<file path="src/rtl/pci_cfg_pkg.sv">
package pci_cfg_pkg;
  localparam int unsigned AD_W  = 32;
  localparam int unsigned FLD_W = 22;  // address register bits 23:2

  typedef enum logic [2:0] {
    OUT_IO,
    OUT_CFG,
    OUT_ADDR_RD,
    OUT_ADDR_WR,
    OUT_BRIDGE,
    OUT_ABORT
  } outcome_e;

  typedef enum logic [1:0] {
    ST_IDLE,
    ST_BUSY,
    ST_RESP
  } state_e;
endpackage

</file>
<file path="src/rtl/cfg_addr_reg.sv">
module cfg_addr_reg
  import pci_cfg_pkg::*;
(
  input  logic             clk,
  input  logic             rst_n,
  input  logic             wr_en,
  input  logic             wr_enable_bit,
  input  logic [FLD_W-1:0] wr_fld,
  output logic             en_q,
  output logic [FLD_W-1:0] fld_q
);
  logic             en_d;
  logic [FLD_W-1:0] fld_d;

  always_comb begin
    en_d  = en_q;
    fld_d = fld_q;
    if (wr_en) begin
      en_d  = wr_enable_bit;
      fld_d = wr_fld;
    end
  end

  always_ff @(posedge clk or negedge rst_n) begin
    if (!rst_n) begin
      en_q  <= 1'b0;
      fld_q <= '0;
    end else begin
      en_q  <= en_d;
      fld_q <= fld_d;
    end
  end
endmodule

</file>
<file path="src/rtl/cfg_decode.sv">
module cfg_decode
  import pci_cfg_pkg::*;
#(
  parameter int unsigned        ADDR_W      = 16,
  parameter logic [ADDR_W-1:0]  ADDR_PORT   = 16'h0CF8,
  parameter logic [ADDR_W-1:0]  DATA_PORT   = 16'h0CFC,
  parameter int unsigned        IDSEL_BASE  = 11,
  parameter int unsigned        IDSEL_COUNT = 21
) (
  input  logic [ADDR_W-1:0] host_addr,
  input  logic [3:0]        host_be,
  input  logic              host_we,
  input  logic              cfg_en,
  input  logic [FLD_W-1:0]  cfg_fld,
  output outcome_e          outcome,
  output logic [AD_W-1:0]   ad
);
  localparam int unsigned PAD_W = AD_W - IDSEL_COUNT;

  logic                   hit_addr, hit_data, full_dw;
  logic [7:0]             bus;
  logic [4:0]             dev;
  logic                   dev_ok;
  logic [IDSEL_COUNT-1:0] idsel;
  logic [AD_W-1:0]        ad_t0, ad_t1, ad_io;

  assign hit_addr = host_addr[ADDR_W-1:2] == ADDR_PORT[ADDR_W-1:2];
  assign hit_data = host_addr[ADDR_W-1:2] == DATA_PORT[ADDR_W-1:2];
  assign full_dw  = host_be == 4'hF;
  assign bus      = cfg_fld[21:14];
  assign dev      = cfg_fld[13:9];
  assign dev_ok   = (dev != 5'd0) && (32'(dev) <= IDSEL_COUNT);

  for (genvar i = 0; i < IDSEL_COUNT; i++) begin : g_idsel
    assign idsel[i] = 32'(dev) == (i + 1);
  end

  assign ad_t0 = ({{PAD_W{1'b0}}, idsel} << IDSEL_BASE)
               | {{(AD_W-11){1'b0}}, cfg_fld[8:0], 2'b00};
  assign ad_t1 = {8'h00, cfg_fld, 2'b01};
  assign ad_io = {{(AD_W-ADDR_W){1'b0}}, host_addr};

  always_comb begin
    outcome = OUT_IO;
    ad      = ad_io;
    if (hit_addr && full_dw) begin
      outcome = host_we ? OUT_ADDR_WR : OUT_ADDR_RD;
    end else if (hit_data && cfg_en) begin
      if (bus != 8'h00) begin
        outcome = OUT_CFG;
        ad      = ad_t1;
      end else if (dev == 5'd0) begin
        outcome = OUT_BRIDGE;
      end else if (dev_ok) begin
        outcome = OUT_CFG;
        ad      = ad_t0;
      end else begin
        outcome = OUT_ABORT;
      end
    end
  end
endmodule

</file>
<file path="src/rtl/pci_cfg_xlat.sv">
module pci_cfg_xlat
  import pci_cfg_pkg::*;
#(
  parameter int unsigned        ADDR_W      = 16,
  parameter logic [ADDR_W-1:0]  ADDR_PORT   = 16'h0CF8,
  parameter logic [ADDR_W-1:0]  DATA_PORT   = 16'h0CFC,
  parameter int unsigned        IDSEL_BASE  = 11,
  parameter int unsigned        IDSEL_COUNT = 21,
  parameter logic [31:0]        BRIDGE_ID   = 32'h5A5A_0001
) (
  input  logic              clk,
  input  logic              rst_n,
  input  logic              host_req,
  input  logic              host_we,
  input  logic [ADDR_W-1:0] host_addr,
  input  logic [3:0]        host_be,
  input  logic [31:0]       host_wdata,
  output logic [31:0]       host_rdata,
  output logic              host_ack,
  output logic              pci_req,
  output logic [1:0]        pci_kind,
  output logic [31:0]       pci_ad,
  output logic [3:0]        pci_be,
  output logic [31:0]       pci_wdata,
  input  logic [31:0]       pci_rdata,
  input  logic              pci_done
);
  state_e           state_q, state_d;
  outcome_e         outcome;
  logic [AD_W-1:0]  dec_ad;
  logic             cfg_en;
  logic [FLD_W-1:0] cfg_fld;
  logic [31:0]      cfg_view;
  logic             accept, addr_wr, load_pci;
  logic [31:0]      resp_q, resp_d;
  logic [1:0]       kind_d;

  cfg_addr_reg u_areg (
    .clk           (clk),
    .rst_n         (rst_n),
    .wr_en         (addr_wr),
    .wr_enable_bit (host_wdata[31]),
    .wr_fld        (host_wdata[23:2]),
    .en_q          (cfg_en),
    .fld_q         (cfg_fld)
  );

  cfg_decode #(
    .ADDR_W      (ADDR_W),
    .ADDR_PORT   (ADDR_PORT),
    .DATA_PORT   (DATA_PORT),
    .IDSEL_BASE  (IDSEL_BASE),
    .IDSEL_COUNT (IDSEL_COUNT)
  ) u_dec (
    .host_addr (host_addr),
    .host_be   (host_be),
    .host_we   (host_we),
    .cfg_en    (cfg_en),
    .cfg_fld   (cfg_fld),
    .outcome   (outcome),
    .ad        (dec_ad)
  );

  assign cfg_view = {cfg_en, 7'b0, cfg_fld, 2'b00};
  assign accept   = (state_q == ST_IDLE) && host_req;
  assign addr_wr  = accept && (outcome == OUT_ADDR_WR);
  assign load_pci = accept && ((outcome == OUT_IO) || (outcome == OUT_CFG));
  assign kind_d   = {outcome == OUT_CFG, host_we};

  // next state and local response
  always_comb begin
    state_d = state_q;
    resp_d  = resp_q;
    case (state_q)
      ST_IDLE: if (host_req) begin
        if (load_pci) begin
          state_d = ST_BUSY;
        end else begin
          state_d = ST_RESP;
          case (outcome)
            OUT_ADDR_RD: resp_d = cfg_view;
            OUT_BRIDGE:  resp_d = (!host_we && cfg_fld[8:0] == 9'd0) ? BRIDGE_ID : 32'h0;
            OUT_ABORT:   resp_d = 32'hFFFF_FFFF;
            default:     resp_d = 32'h0;
          endcase
        end
      end
      ST_BUSY: if (pci_done) state_d = ST_IDLE;
      default: state_d = ST_IDLE;
    endcase
  end

  always_ff @(posedge clk or negedge rst_n) begin
    if (!rst_n) begin
      state_q <= ST_IDLE;
      resp_q  <= '0;
    end else begin
      state_q <= state_d;
      resp_q  <= resp_d;
    end
  end

  always_ff @(posedge clk or negedge rst_n) begin
    if (!rst_n) begin
      pci_kind  <= '0;
      pci_ad    <= '0;
      pci_be    <= '0;
      pci_wdata <= '0;
    end else if (load_pci) begin
      pci_kind  <= kind_d;
      pci_ad    <= dec_ad;
      pci_be    <= host_be;
      pci_wdata <= host_wdata;
    end
  end

  assign pci_req    = state_q == ST_BUSY;
  assign host_ack   = (state_q == ST_RESP) || (pci_req && pci_done);
  assign host_rdata = pci_req ? pci_rdata : resp_q;

  assert_ack_single_R10: assert property (@(posedge clk) disable iff (!rst_n)
    host_ack |=> !host_ack);

  assert_hold_until_done_R10: assert property (@(posedge clk) disable iff (!rst_n)
    (pci_req && !pci_done) |=> (pci_req && $stable(pci_ad) && $stable(pci_be) && $stable(pci_kind)));

  assert_idsel_onehot_R5: assert property (@(posedge clk) disable iff (!rst_n)
    (pci_req && pci_kind[1] && pci_ad[1:0] == 2'b00) |-> ($countones(pci_ad[31:11]) == 1));

  assert_type1_upper_zero_R6: assert property (@(posedge clk) disable iff (!rst_n)
    (pci_req && pci_kind[1] && pci_ad[1:0] == 2'b01) |-> (pci_ad[31:24] == 8'h00));

  assert_addr_update_R2: assert property (@(posedge clk) disable iff (!rst_n)
    !$stable(cfg_view) |-> $past(host_req && host_we && host_be == 4'hF && state_q == ST_IDLE
                                 && host_addr[ADDR_W-1:2] == ADDR_PORT[ADDR_W-1:2]));
endmodule

</file>
<file path="config.mk">
export PLATFORM = sky130hd
export DESIGN_NAME = pci_cfg_xlat
export DESIGN_NICKNAME = d
export VERILOG_FILES = /design/src/rtl/pci_cfg_pkg.sv /design/src/rtl/cfg_addr_reg.sv /design/src/rtl/cfg_decode.sv /design/src/rtl/pci_cfg_xlat.sv
export SDC_FILE = /design/constraint.sdc
export NUM_CORES = 1
export LEC_CHECK = 0
export BUFFER_PORTS_ARGS = -buffer_cell sky130_fd_sc_hd__buf_2
export CORE_ASPECT_RATIO = 1.1
export CORE_MARGIN = 5
export CORE_UTILIZATION = 46
export DETAILED_ROUTE_END_ITERATION = 8
export PLACE_DENSITY = 0.77
export SLEW_MARGIN = 15
export SYNTH_ARGS = -nofsm -noshare
export SYNTH_HDL_FRONTEND = slang
export SYNTH_HIERARCHICAL = 1
export SYNTH_SLANG_ARGS = --single-unit
</file>
<file path="constraint.sdc">
create_clock -name clk -period 2.25 [get_ports clk]
set_input_delay 0 -clock clk [delete_from_list [all_inputs] [get_ports clk]]
set_output_delay 0 -clock clk [all_outputs]
set_load 0.1 [all_outputs]
</file>
=== Word level (Yosys, flattened, before mapping) ===
Index checks and enable logic that the tools add are counted.

* Flip-flop bits (word level): 127
* Input port bits: 89
* Output and inout port bits: 104
* Word-level logic and storage cells: 81

* Magnitude comparators: 1
* Eq/ne operators: 33
* Multiplexer cells: 18
* Bitwise logic cells: 2
* Reductions and logical operators: 19

{| class="wikitable"
|+ Operators with widths
! kind !! count
|-
| 32-bit 2-to-1 mux || 6
|-
| 32-bit one-hot mux with 3 select lines || 1
|-
| 5-bit by 4-bit equality test with 1-bit output, second input constant || 8
|-
| 32-bit by 11-bit OR with 32-bit output || 1
|-
| 31-bit 2-to-1 mux || 1
|-
| 5-bit equality test, second input constant || 6
|-
| 14-bit by 10-bit equality test with 1-bit output, second input constant || 2
|-
| 5-bit by 3-bit equality test with 1-bit output, second input constant || 4
|-
| 3-bit 2-to-1 mux || 5
|-
| 5-bit by 2-bit equality test with 1-bit output, second input constant || 2
|-
| 9-bit zero test || 1
|-
| 1-bit logical AND || 8
|-
| 8-bit nonzero test || 1
|-
| 3-bit by 2-bit equality test with 1-bit output, second input constant || 2
|-
| 3-bit equality test, second input constant || 2
|-
| 2-bit 2-to-1 mux || 3
|-
| 5-bit by 1-bit equality test with 1-bit output, second input constant || 1
|-
| 5-bit <= comparator, second input constant || 1
|-
| 5-bit zero test || 1
|-
| 5-bit nonzero test || 1
|-
| 4-bit equality test, second input constant || 1
|-
| 2-bit one-hot mux with 2 select lines || 1
|-
| 3-bit by 1-bit equality test with 1-bit output, second input constant || 1
|-
| 3-bit zero test || 1
|-
| 11 further kinds || 12
|}

=== Depth between registers and ports, before layout ===
* Depth after elaboration: 13
* Mapped depth: 11
* Depth with buffers taken out: 7

=== Modules after synthesis ===
The synthesis kept the hierarchy.

{| class="wikitable"
|+ Modules (own cells, without submodules)
! module !! times used !! cells each !! area an instance (um^2) !! sequential area each (um^2)
|-
| pci_cfg_xlat || 1 || 296 || 4,174.0 || 2,427.3
|-
| cfg_addr_reg || 1 || 48 || 857.1 || 575.6
|-
| cfg_decode || 1 || 103 || 770.7 || 0.0
|}

=== Least setup slack after synthesis ===
Ideal clock, no wire load.

* Path type: reg2out
* From: register state_q[1]
* To: output host_ack
* Data arrival time: 2.987 ns
* Required time: 2.250 ns
* Slack: -0.737 ns
* Cell stages (with the launch flop): 6
* Buffers on the path: 2
* Cells stage by stage: dfrtp_1 > nor2b_1 > clkbuf_1 > clkbuf_1 > nand2_1 > o21ai_0

* Word-level cells in the longest chain between the ends: 3
* Elaborated cells between the ends (all ways): 4
* Those cells by class: 2 x eq/ne; 2 x reduce/logical

{| class="wikitable"
|+ RTL lines
! what !! line !! text
|-
| from (decl) || pci_cfg_xlat.sv:28 || <nowiki>state_e state_q, state_d;</nowiki>
|-
| from (signal assigned) || pci_cfg_xlat.sv:98 || <nowiki>state_q <= state_d;</nowiki>
|-
| 2-bit by 1-bit equality test with 1-bit output || pci_cfg_xlat.sv:117 || <nowiki>assign pci_req = state_q == ST_BUSY;</nowiki>
|-
| net pci_req || pci_cfg_xlat.sv:20 || <nowiki>output logic pci_req,</nowiki>
|-
| 1-bit logical AND || pci_cfg_xlat.sv:118 || <nowiki>assign host_ack = (state_q == ST_RESP) || (pci_req && pci_done);</nowiki>
|-
| 1-bit logical OR || pci_cfg_xlat.sv:118 ||
|-
| to (decl) || pci_cfg_xlat.sv:19 || <nowiki>output logic host_ack,</nowiki>
|}

The timed path passes the listed nets, and every way through them passes these cells.

=== Final worst setup path ===
* From: register u_areg.fld_q[16]
* To: register pci_ad[21]

* Word-level cells in the longest chain between the ends: 7
* Elaborated cells between the ends (all ways): 11
* Those cells by class: 1 x eq/ne; 6 x mux; 4 x reduce/logical

{| class="wikitable"
|+ RTL lines
! what !! line !! text
|-
| from (decl) || cfg_addr_reg.sv:10 || <nowiki>output logic [FLD_W-1:0] fld_q</nowiki>
|-
| from (signal assigned) || cfg_addr_reg.sv:30 || <nowiki>fld_q <= fld_d;</nowiki>
|-
| 8-bit nonzero test * || cfg_decode.sv:49 || <nowiki>if (bus != 8'h00) begin</nowiki>
|-
| 3-bit 2-to-1 mux * || cfg_decode.sv:49 ||
|-
| 3-bit 2-to-1 mux * || cfg_decode.sv:48 || <nowiki>end else if (hit_data && cfg_en) begin</nowiki>
|-
| 3-bit 2-to-1 mux * || cfg_decode.sv:46 || <nowiki>if (hit_addr && full_dw) begin</nowiki>
|-
| net outcome[2] || pci_cfg_xlat.sv:29 || <nowiki>outcome_e outcome;</nowiki>
|-
| 3-bit by 1-bit equality test with 1-bit output / 3-bit zero test (equally long branches) || pci_cfg_xlat.sv:67 || <nowiki>assign load_pci = accept && ((outcome == OUT_IO) || (outcome == OUT_CFG));</nowiki>
|-
| 1-bit logical OR * || pci_cfg_xlat.sv:67 ||
|-
| 1-bit logical AND * || pci_cfg_xlat.sv:67 ||
|-
| to (signal assigned) || pci_cfg_xlat.sv:106 || <nowiki>pci_ad <= '0;</nowiki>
|-
| to (signal assigned) || pci_cfg_xlat.sv:111 || <nowiki>pci_ad <= dec_ad;</nowiki>
|-
| to (decl) || pci_cfg_xlat.sv:22 || <nowiki>output logic [31:0] pci_ad,</nowiki>
|}

Mark *: on every way through the listed nets, which the timed path passes. The rest lies on a longest branch.
A chain may end at the register's enable or synchronous reset.

==> results.py <==
metrics = {
    "cts": {
        "cts_tree": "yes",
        "clk_latency_ps": 410,
        "ctsLongestPathBuffers": 2,
        "cts_num_sinks": 120,
        "cts-root-buf": "clkbuf_16",
        "ctsHtreeMaxLevel": 4,
        "path_clk_slew_ps": 50,
        "cts_made_buffers": 17,
    },
    "floorplan": {
        "die_w_um": 117,
        "io_pins": 193,
        "start_util": 0.465,
        "core_area_um2": 12500,
        "dieArea_um2": 15000,
        "rows": 43,
        "fp.dieH_um": 128,
    },
    "worst_setup_path": {
        "arrival_ps": 2460,
        "startpoint_type": "flop",
        "critPathMaxFanout": 36,
        "critPathRequiredTime_ps": 2530,
        "crit_chain": "nor4_4 -> and2_4 -> nand2_1 -> nor2_1 -> buf_4 -> buf_4 -> nor2_8 -> buf_12 -> mux2_1",
        "cp_slowest_cell": "dfrtp_1",
        "crit_top_cell": "buf_4",
        "slowest_delay_ps": 400,
        "path_class": "flop to flop",
        "worstSetupEndpointType": "flop",
    },
    "yosys": {
        "seq_area_frac_synth": 0.518,
        "synth_fp_nets": 536,
        "syn_area_per_cell_um2": 13.0,
        "yosys_register_bits": 120,
        "synth_cell_types": 55,
        "yosysWarnings": 6,
        "synth_flop_cell": "dfrtp_1",
        "synthCells": 447,
        "synthesis.area_um2": 5800,
        "yosys.area.top_type_share": 0.518,
        "synth_area_leaders": "dfrtp_1, mux2_2, mux2_1",
        "ys_async_sr_fraction": 1.00,
        "synth_edf_count": 0,
        "yosysTopAreaCell": "dfrtp_1",
    },
    "route": {
        "routed_wl_um": 17100,
        "post_drt_wl_per_cell_um": 19.1,
        "drtAntennaViolNets": 0,
        "highest_layer": "met4",
        "num_vias": 4825,
        "via_per_inst": 5.39,
        "m1WireLength_um": 6880,
        "met3_length_um": 1010,
        "route.met2.wl_um": 8710,
        "drcViolationCount": 0,
        "first_iter_violations": 259,
        "drtPass1Iterations": 5,
    },
    "cells_and_area": {
        "final_cells": 895,
        "regArea_um2": 3000,
        "syn_to_final_growth_pct": 43.3,
        "final_layout_size_suffix_gt1_frac": 0.520,
        "fill_cells": 896,
        "multi_input_area_um2": 2640,
        "num-nets-final": 817,
    },
    "sta": {
        "hold_viol": 0,
        "worst_slew_pin_slew_ps": 754,
        "clock_skew_ps": 6.59,
        "finalSetupViolations": 0,
        "drv_slew": 0,
        "rsz0062_at_grt": "true",
        "max_freq_mhz": 457,
        "fin_crit_ps": 2190,
        "post-route-period-util": 0.972,
        "slew_headroom": 0.497,
    },
    "pwr": {
        "p_per_area_nw_per_um2": 961,
        "p_leak_nw": 4.17,
        "max-vdd-ir-drop_v": 0.000610,
        "power.total_mw": 7.99,
    },
    "run_status": {
        "status": "complete, no violations",
    },
    "global_route": {
        "grt_pass1_wl_um": 27200,
        "grt_start_max_net_pins": 60,
        "grt_usage": 0.236,
        "first_global_vias": 5130,
        "antenna_found_initial": 1,
        "overflow": 0,
    },
    "run": {
        "drv_cap": 0,
    },
    "placed_design": {
        "place_inst": 811,
        "place_hpwl_um": 11900,
        "gp_congestion": 0.912,
        "io_buffers": 192,
    },
    "min_path": {
        "hold_class": "primary input to flop",
    },
}
-- through the flow --
step                instance area (µm²)  hold slack [ps]  setup WS, ps  TNS, ps  utilization
finish                             8320             13.0          63.9        0        0.666
global route                       8310             13.8         -3.73    -3.73        0.666
CTS                                8220             1.15         -5.14    -6.38        0.659
detailed placement                 7200              116         -5.74    -5.74        0.577
global placement                   7200              105          70.6        0        0.577
floorplan                          5830             -296          35.9        0            -
-- routing by layer --
metal,vias up,track usage
met5,-,0
met2,193,0.391
met1,2380,0.292
met3,41,0.0552
li1,2211,-
met4,0,0.103
-- flip-flops by register name, indices dropped and copies added (netlist names) --
signal,flops
resp_q,25
u_areg/fld_q,22
state_q,2
pci_ad,32
u_areg/en_q,1
pci_wdata,32
pci_be,4
pci_kind,2
-- final cells by class --
class | instances | area share
clock inverters | 5 | 0.00602
multi-input cells | 291 | 0.318
clock buffers | 22 | 0.0570
flip-flops and latches | 120 | 0.361
well taps | 157 | 0.0236
diodes | 2 | 0.000602
inverters | 10 | 0.00451
repair buffers | 288 | 0.230
-- synthesized netlist by cell type (all sizes together), types with 2 or more instances --
cell type / count
nor3b: 4
nand2b: 2
and3: 3
o221ai: 4
nand2: 34
dfrtp: 120
and4b: 2
nor2: 10
o21ai: 8
clkbuf: 5
a2bb2oi: 21
o21a: 7
nand3: 4
and4: 2
nand4: 4
a21boi: 2
a31oi: 2
nor3: 7
a22o: 2
nor2b: 8
inv: 10
buf: 21
a21o: 13
mux2: 121
nor4: 13
o2bb2ai: 2
-- worst paths after layout --
path                                  start    endpoint  slack (ps)  depth (start not counted)
max in group asynchronous             rst_n  pci_ad[14]        1410                          3
setup / recovery           u_areg/fld_q[16]  pci_ad[21]          60                          9
hold / removal                 host_addr[5]   pci_ad[5]          10                          3
min in group asynchronous             rst_n  pci_ad[23]         210                          2
hold reg to reg                  pci_ad[29]  pci_ad[29]         480                          1
setup reg to reg           u_areg/fld_q[16]  pci_ad[21]          60                          9
-- power breakdown --
group,total [mW],internal [mW],leakage [nW],switching (mW)
clock network,2.42,1.56,0.263,0.857
logic,3.07,0.588,2.35,2.48
registers,2.50,2.38,1.55,0.120
total,7.99,4.53,4.17,3.46
-- timing repair --
item | in CTS | in global routing
pin swaps | 0 | 4
endpoints found under the setup margin | 2 | 101
hold endpoints to repair | 129 | 0
gates resized for setup | 0 | 7
buffers inserted | 0 | 5
hold buffers | 50 | 0
-- cells by family after synthesis --
group,Yosys count,synth area share
simple gates,99,0.104
mux,121,0.237
flops,120,0.518
compound gates,71,0.102
buf+inv,36,0.0395
-- worst max-delay path: cells and delay by family, from the launching register on --
| family | cells | cell delay (ps) |
|---|---|---|
| DFF | 1 | 400 |
| buffers and inverters | 3 | 480 |
| and+or+nand+nor | 5 | 800 |
| muxes | 1 | 340 |
-- layout by cell type, fill, tap and decap left out, types with 2 or more instances in the layout --
master,netlist,final
a21boi_0,2,2
a21o_1,13,13
a22o_1,2,2
a2bb2oi_1,21,20
a31oi_1,2,2
and3_1,3,3
and4_1,2,2
and4b_1,2,2
buf_12,0,8
buf_2,9,191
buf_4,0,39
clkbuf_1,5,2
clkbuf_16,0,17
clkbuf_8,0,3
clkinv_2,0,4
dfrtp_1,120,120
diode_2,0,2
dlygate4sd3_1,0,50
inv_1,10,10
mux2_1,22,22
mux2_2,95,95
mux2_4,4,4
nand2_1,33,33
nand2b_1,2,2
nand3_1,4,4
nand4_1,3,3
nor2_1,8,8
nor2b_1,8,7
nor3_1,6,6
nor3b_1,3,2
nor3b_2,1,2
nor4_1,10,10
nor4_4,1,3
o21a_1,7,7
o21ai_0,8,6
o221ai_1,4,4
Power figures use the tool's default switching activity.
